$ cat src/rtl/rxb_pkg.sv
package rxb_pkg;

    localparam int DW = 8;

    typedef enum logic [2:0] {
        ST_MARK,
        ST_IDLE,
        ST_START,
        ST_DATA,
        ST_PAR,
        ST_STOP
    } rx_state_e;

    typedef struct packed {
        logic [DW-1:0] data;
        logic          perr;
        logic          ferr;
        logic          brk;
    } rx_char_t;

    function automatic logic [3:0] len_bits(input logic [1:0] code);
        return 4'd5 + {2'b00, code};
    endfunction

    function automatic logic [DW-1:0] align_lsb(input logic [DW-1:0] sh, input logic [1:0] code);
        return sh >> (2'd3 - code);
    endfunction

    function automatic logic exp_parity(input logic [DW-1:0] d, input logic odd);
        return (^d) ^ odd;
    endfunction

endpackage

$ cat src/rtl/rx_line_fsm.sv
module rx_line_fsm
    import rxb_pkg::*;
#(
    parameter int OVS = 16
) (
    input  logic       clk,
    input  logic       rst,
    input  logic       en,
    input  logic       tk,
    input  logic       rxd,
    input  logic [1:0] len,
    input  logic       par_en,
    input  logic       par_odd,
    output logic       store,
    output rx_char_t   chr
);
    localparam int CW = $clog2(OVS);
    localparam logic [CW-1:0] HALF_M1 = CW'(OVS/2 - 1);
    localparam logic [CW-1:0] FULL_M1 = CW'(OVS - 1);

    rx_state_e     state;
    logic [CW-1:0] cnt;
    logic [3:0]    nbit;
    logic [DW-1:0] shreg;
    logic          pbit;
    logic          at_half, at_full;

    assign at_half = (cnt == HALF_M1);
    assign at_full = (cnt == FULL_M1);
    assign store   = tk && (state == ST_STOP) && at_full;

    always_comb begin
        chr.data = align_lsb(shreg, len);
        chr.perr = par_en && (pbit != exp_parity(chr.data, par_odd));
        chr.ferr = !rxd;
        chr.brk  = !rxd && (shreg == '0) && !(par_en && pbit);
    end

    always_ff @(posedge clk) begin
        if (rst || !en) begin
            state <= ST_MARK;
            cnt   <= '0;
            nbit  <= '0;
            shreg <= '0;
            pbit  <= 1'b0;
        end else if (tk) begin
            case (state)
                ST_MARK: if (rxd) state <= ST_IDLE;
                ST_IDLE: if (!rxd) begin
                    state <= ST_START;
                    cnt   <= '0;
                end
                ST_START: if (at_half) begin
                    state <= rxd ? ST_IDLE : ST_DATA;
                    cnt   <= '0;
                    nbit  <= '0;
                    shreg <= '0;
                end else cnt <= cnt + 1'b1;
                ST_DATA: if (at_full) begin
                    cnt   <= '0;
                    shreg <= {rxd, shreg[DW-1:1]};
                    nbit  <= nbit + 4'd1;
                    if (nbit + 4'd1 == len_bits(len))
                        state <= par_en ? ST_PAR : ST_STOP;
                end else cnt <= cnt + 1'b1;
                ST_PAR: if (at_full) begin
                    cnt   <= '0;
                    pbit  <= rxd;
                    state <= ST_STOP;
                end else cnt <= cnt + 1'b1;
                ST_STOP: if (at_full) begin
                    cnt   <= '0;
                    state <= chr.brk ? ST_MARK : ST_IDLE;
                end else cnt <= cnt + 1'b1;
                default: state <= ST_MARK;
            endcase
        end
    end

    // without a qualified tick the receiver does not move
    a_r1_frozen_without_tick: assert property (@(posedge clk) disable iff (rst)
        (en && !tk) |=> ($stable(state) && $stable(cnt) && $stable(shreg)));

    // after a break the receiver waits for mark
    a_r6_break_waits_mark: assert property (@(posedge clk) disable iff (rst)
        (en && store && chr.brk) |=> (state == ST_MARK));

    // a high line at the half-bit check abandons the candidate
    a_r2_false_start_drops: assert property (@(posedge clk) disable iff (rst)
        (en && tk && state == ST_START && at_half && rxd) |=> (state == ST_IDLE));

endmodule

$ cat src/rtl/rx_hold_regs.sv
module rx_hold_regs
    import rxb_pkg::*;
(
    input  logic          clk,
    input  logic          rst,
    input  logic          en,
    input  logic          store,
    input  rx_char_t      chr,
    input  logic          rd_ack,
    input  logic          err_clr,
    output logic [DW-1:0] data,
    output logic          ready,
    output logic          perr,
    output logic          ferr,
    output logic          oerr
);
    always_ff @(posedge clk) begin
        if (rst) data <= '0;
        else if (en && store) data <= chr.data;
    end

    always_ff @(posedge clk) begin
        if (rst || !en) begin
            ready <= 1'b0;
            perr  <= 1'b0;
            ferr  <= 1'b0;
            oerr  <= 1'b0;
        end else if (store) begin
            ready <= 1'b1;
            perr  <= chr.perr;
            ferr  <= chr.ferr;
            oerr  <= (ready && !rd_ack) || (oerr && !err_clr);
        end else begin
            if (rd_ack) ready <= 1'b0;
            if (err_clr) begin
                perr <= 1'b0;
                ferr <= 1'b0;
                oerr <= 1'b0;
            end
        end
    end

    a_r8_ready_on_store: assert property (@(posedge clk) disable iff (rst)
        (en && store) |=> ready);

    a_r8_read_clears_ready: assert property (@(posedge clk) disable iff (rst)
        (en && rd_ack && !store) |=> !ready);

    a_r8_overrun_flagged: assert property (@(posedge clk) disable iff (rst)
        (en && store && ready && !rd_ack) |=> oerr);

    a_r10_disable_clears: assert property (@(posedge clk) disable iff (rst)
        !en |=> (!ready && !perr && !ferr && !oerr));

    a_r10_err_clear: assert property (@(posedge clk) disable iff (rst)
        (en && err_clr && !store) |=> (!perr && !ferr && !oerr));

endmodule

$ cat src/rtl/rx_break_flag.sv
module rx_break_flag (
    input  logic clk,
    input  logic rst,
    input  logic en,
    input  logic set,
    input  logic tk,
    input  logic rxd,
    output logic brk_o
);
    always_ff @(posedge clk) begin
        if (rst || !en)      brk_o <= 1'b0;
        else if (set)        brk_o <= 1'b1;
        else if (tk && rxd)  brk_o <= 1'b0;
    end

    // indicator persists until a tick sees mark
    a_r7_held_until_mark: assert property (@(posedge clk) disable iff (rst)
        (en && brk_o && !(tk && rxd)) |=> brk_o);

    a_r7_clears_on_mark: assert property (@(posedge clk) disable iff (rst)
        (en && brk_o && !set && tk && rxd) |=> !brk_o);

endmodule

$ cat src/rtl/async_rx_brk.sv
module async_rx_brk
    import rxb_pkg::*;
#(
    parameter int OVS = 16
) (
    input  logic       clk,
    input  logic       rst,
    input  logic       tick16,
    input  logic       rxd,
    input  logic       rx_en,
    input  logic       dcd_n,
    input  logic [1:0] char_len,
    input  logic       par_en,
    input  logic       par_odd,
    input  logic       rd_ack,
    input  logic       err_clr,
    output logic [7:0] rx_data,
    output logic       rx_ready,
    output logic       par_err,
    output logic       frm_err,
    output logic       ovr_err,
    output logic       brk_det
);
    logic     tk;
    logic     store;
    rx_char_t chr;

    assign tk = tick16 && rx_en && !dcd_n;

    rx_line_fsm #(.OVS(OVS)) u_fsm (
        .clk(clk), .rst(rst), .en(rx_en), .tk(tk), .rxd(rxd),
        .len(char_len), .par_en(par_en), .par_odd(par_odd),
        .store(store), .chr(chr)
    );

    rx_hold_regs u_hold (
        .clk(clk), .rst(rst), .en(rx_en), .store(store), .chr(chr),
        .rd_ack(rd_ack), .err_clr(err_clr),
        .data(rx_data), .ready(rx_ready), .perr(par_err),
        .ferr(frm_err), .oerr(ovr_err)
    );

    rx_break_flag u_brk (
        .clk(clk), .rst(rst), .en(rx_en), .set(store && chr.brk),
        .tk(tk), .rxd(rxd), .brk_o(brk_det)
    );

endmodule

$ cat config.mk
export PLATFORM = sky130hd
export DESIGN_NAME = async_rx_brk
export DESIGN_NICKNAME = d
export VERILOG_FILES = /design/src/rtl/rxb_pkg.sv /design/src/rtl/rx_line_fsm.sv /design/src/rtl/rx_hold_regs.sv /design/src/rtl/rx_break_flag.sv /design/src/rtl/async_rx_brk.sv
export SDC_FILE = /design/constraint.sdc
export NUM_CORES = 1
export LEC_CHECK = 0
export BUFFER_PORTS_ARGS = -buffer_cell sky130_fd_sc_hd__buf_2
export CORE_MARGIN = 4
export CORE_UTILIZATION = 55
export DETAILED_ROUTE_END_ITERATION = 10
export PLACE_DENSITY = 0.76
export SLEW_MARGIN = 20
export SYNTH_ARGS = -nofsm -noshare
export SYNTH_HDL_FRONTEND = slang
export SYNTH_HIERARCHICAL = 1
export SYNTH_SLANG_ARGS = --single-unit
$ cat constraint.sdc
create_clock -name clk -period 2.29 [get_ports clk]
set_input_delay 0.229 -clock clk [delete_from_list [all_inputs] [get_ports clk]]
set_output_delay 0.229 -clock clk [all_outputs]
set_load 0.01 [all_outputs]
Word-level counts from Yosys, hierarchy flattened:

Index checks and enable logic that the tools add are counted.

* muxes and demuxes: 29
* reductions and logical operators: 34
* $add $sub $neg: 4
* equality and inequality tests: 16
* bitwise logic cells: 1
* shifts and indexed selects: 1

Operator list (number)
* two-way mux 3 bit: 7
* two-way mux 4 bit: 5
* case mux 3 bit (6 select lines): 1
* two-way mux 8 bit: 2
* case mux 8 bit (2 select lines): 1
* logical AND 1 bit: 13
* case mux 4 bit (3 select lines): 1
* two-way mux 1 bit: 10
* inequality test 2 x 1 -> 1 bit (second input constant): 5
* adder 4 x 1 -> 4 bit (second input constant): 2
* logical NOT 8 bit: 1
* case mux 4 bit (2 select lines): 1
* AND reduction 8 bit: 1
* nonzero test 2 bit: 4
* parity 8 bit: 1
* >> shifter 8 x 2 -> 8 bit: 1
* == test 3 x 2 -> 1 bit (second input constant): 2
* == test 3 bit (second input constant): 2
* logical NOT 1 bit: 6
* AND reduction 3 bit: 2
* adder 3 x 2 -> 4 bit (first input constant): 1
* == test 4 x 3 -> 1 bit (second input constant): 1
* == test 4 bit: 1
* == test 4 bit (second input constant): 1
* other kinds (11): 13

* register bits: 33
* input port bits: 12
* word-level logic and storage cells: 96
* output and inout port bits: 13

Longest topological paths before layout:

* word-level depth: 7
* depth in mapped cells: 9
* mapped depth without buffers: 8

Modules after synthesis:

The synthesis kept the hierarchy.

By module, submodules not included
* rx_line_fsm: cells each 175, instances 1, area each 1396.3 µm²
* rx_hold_regs: cells each 54, instances 1, area each 520.5 µm²
* rx_break_flag: cells each 4, instances 1, area each 41.3 µm²
* async_rx_brk: cells each 2, instances 1, area each 15.0 µm²

Worst setup path after synthesis:

OpenSTA, ideal clock, no wires.

* path kind: reg2reg
* start: reg u_fsm.shreg[7]
* end: reg u_hold.perr
* arrival time: 1651 ps
* period minus slack after synthesis: 1770 ps
* library setup time: 118 ps
* cell stages (with the launch flop): 9
* path slack: 520 ps
* required time: 2172 ps
* path through: dfxtp_1 > mux2i_1 > mux2i_1 > xor2_1 > xnor2_1 > xnor3_1 > and2_1 > nand2_1 > a21oi_1

RTL lines
* start: declaration: line rx_line_fsm.sv:24 `logic [DW-1:0] shreg;`
* start signal: assignment: line rx_line_fsm.sv:61 `shreg <= {rxd, shreg[DW-1:1]};`
* end signal: assignment: line rx_hold_regs.sv:30 `perr <= chr.perr;`
* end: declaration: line rx_hold_regs.sv:13 `output logic perr,`

==> flow_summary.toml <==
[placed_design]
place_area_sq_um = 2130
place_congestion = 0.826
place_inst = 299
hpwl_um = 2940
port_buffers = 24

[synthesis]
synthCells = 235
synth_fp_nets = 250
seq_area_frac_synth_pct = 33.5
syn_area_sq_um = 1970
synthArstFlopShare_pct = 0
synth_edf_count = 0
synthTopCellsByArea = "dfxtp_1, a21oi_1, nand3_1"
synth_cell_type_count = 47
yosys.area.top_type = "dfxtp_1"
synthFlopType = "dfxtp_1"
ys_seq_elements = 33
yosysWarnings = 6
yosysTopAreaCellShare_pct = 33.5
syn_avg_cell_area_sq_um = 8.40

[route]
drtPass1Iterations = 4
routedWlPerCell_um = 13.4
drt-initial-drc-count = 94
num_vias = 1714
viasPerCell = 5.58
totalWireLength_um = 4130
drc = 0
ant_nets = 0

[grt]
grt_pass1_vias = 1570
grt_pass1_wl_um = 7070
grt_remaining_overflow = 0
grt_use_total_pct = 20.1
antenna_found_initial = 0
grt_max_degree = 21

[clocking]
cts_made_buffers = 5
clkTransAtPathRegs_ns = 0.10
clock_latency_ns = 0.33
cts.sinks = 33
root_buffer = "clkbuf_4"
cts_tree = "built"
htree_num_levels = 2
postCtsSetupRepairBufs = 0
cts_buffer_depth = 2

[timing]
maxSlewViolCount = 0
max-slew-margin-rel_pct = 54.2
fmax_ghz = 0.496
finClkSkew_ns = 0.00565
rsz0062_at_grt = "false"
fin_crit_sh_pct = 88.0
setup_viol = 0
setup_tns_ns = 0
hold_viol = 0
tightest_slew_ns = 0.685
fin_crit_ns = 2.02

[critical_path]
endpoint_kind = "register"
required_ns = 2.52
critical_path_arrival_ns = 2.24
startpoint_type = "register"
path_class = "reg2reg"
cp_max_fo = 7

[worst_hold_path]
hp-class = "in2reg"

[floorplanning]
start_util_pct = 58.2
num_rows = 21
design.core.area_sq_um = 3390
die_w_um = 67.9
dieArea_sq_um = 4610
fp.dieH_um = 67.9
pin_count = 25

[layout]
layout_common_cells = "dfxtp_1, a21oi_1, buf_2, nand2_1, nand3_1"
final_area_sq_um = 2190
final_common_cell = "dfxtp_1"
final_layout_size_suffix_gt1_share_pct = 18.4
finalNetCount = 275
n_antenna_cell = 0
syn_to_final_growth_pct = 11.0
layout.cells.non_filler = 307
final_core_util_pct = 64.6

[power_and_ir_drop]
p_per_area_nw_per_um2 = 436
p_leak_nw = 0.846
vdd_drop_max_mv = 0.253

[job]
maxCapViolations = 0

[status]
status = "completed"
synth_stat cells, types with 3 or more instances:
master / n
dfxtp_1: 33
a21oi_1: 26
buf_2: 6
xor2_1: 6
and2_1: 3
nor2b_1: 4
mux2i_1: 8
nor3_1: 7
nand3_1: 21
and3b_1: 3
nand2b_1: 6
o21ai_0: 6
nand2_1: 22
a21bo_1: 8
clkbuf_1: 4
ha_1: 3
buf_6: 3
nor2_1: 16
xnor2_1: 7
inv_1: 6
worst paths after layout:
check | from | endpoint | slack [ns] | depth (start not counted)
worst max-delay path | u_fsm/shreg[7] | u_hold/perr | 0.27 | 8
worst min-delay path | rd_ack | u_hold/ready | 0.17 | 3
worst min register to register | u_hold/oerr | u_hold/oerr | 0.48 | 2
worst max register to register | u_fsm/shreg[7] | u_hold/perr | 0.27 | 8
routing by layer:
layer	up-vias	share of wire (%)	global-route usage, %
li1	888	-	-
met1	804	48	25.7
met2	17	49	34.1
met3	5	2.3	3.94
met4	0	0.97	5.96
met5	-	0	0
power by group:
| part | internal [W] | switching, W |
|---|---|---|
| Clock | 0.000117 | 0.000194 |
| Combinational | 0.0000281 | 0.0000406 |
| Sequential | 0.000574 | 0.000000688 |
| Total | 0.000719 | 0.000235 |
area by class of cell:
type / count / area [sq um]
multi-input cells: 181 / 1210
fillers: 291 / 1200
clock buffers: 6 / 41.3
clock inverters: 2 / 10.0
well taps: 46 / 57.6
repair buffers: 33 / 188
inverters: 6 / 22.5
flip-flops and latches: 33 / 661
state kept, by name, summed over array words and instances (netlist names):
| register | count |
|---|---|
| u_hold/ferr | 1 |
| u_fsm/nbit | 4 |
| u_hold/data | 8 |
| u_fsm/pbit | 1 |
| u_fsm/cnt | 4 |
| u_hold/ready | 1 |
| u_fsm/shreg | 8 |
| u_brk/brk_o | 1 |
| u_fsm/state | 3 |
| u_hold/perr | 1 |
| u_hold/oerr | 1 |
critical path, cell delays in order (launching register included):
cell and delay [ns]:
dfxtp_1 0.48, mux2i_1 0.16, mux2i_1 0.24, xor2_1 0.21, xnor2_1 0.15, xnor3_1 0.41
and2_1 0.16, nand2_1 0.06, a21oi_1 0.05
through the flow:
| step | power, W | worst slack (ns) | hold slack, ns |
|---|---|---|---|
| 3_3_place_gp | 0.000655 | 0.0344 | 0.464 |
| 4_1_cts | 0.000969 | 0.280 | 0.156 |
| 2_1_floorplan | 0.000639 | 0.520 | 0.377 |
| 3_5_place_dp | 0.000656 | -0.0722 | 0.468 |
| 6_report | 0.000954 | 0.274 | 0.165 |
| 5_1_grt | 0.00100 | 0.134 | 0.164 |
logic make-up (layout without fill, tap and decap cells):
group | count (synthesis) | after routing | share of synthesized area, %
compound gates | 59 | 59 | 20.2
mux | 11 | 11 | 7.42
fa+ha+maj | 3 | 3 | 1.90
simple gates | 94 | 94 | 24.4
flops | 33 | 33 | 33.5
buf+inv | 21 | 47 | 5.71
xor+xnor | 14 | 14 | 6.91
repair_timing:
item,CTS,global route
gates resized for setup,1,0
hold endpoints to repair,0,0
hold buffers,0,0
setup endpoints to repair,1,0
Power figures use the tool's default switching activity.
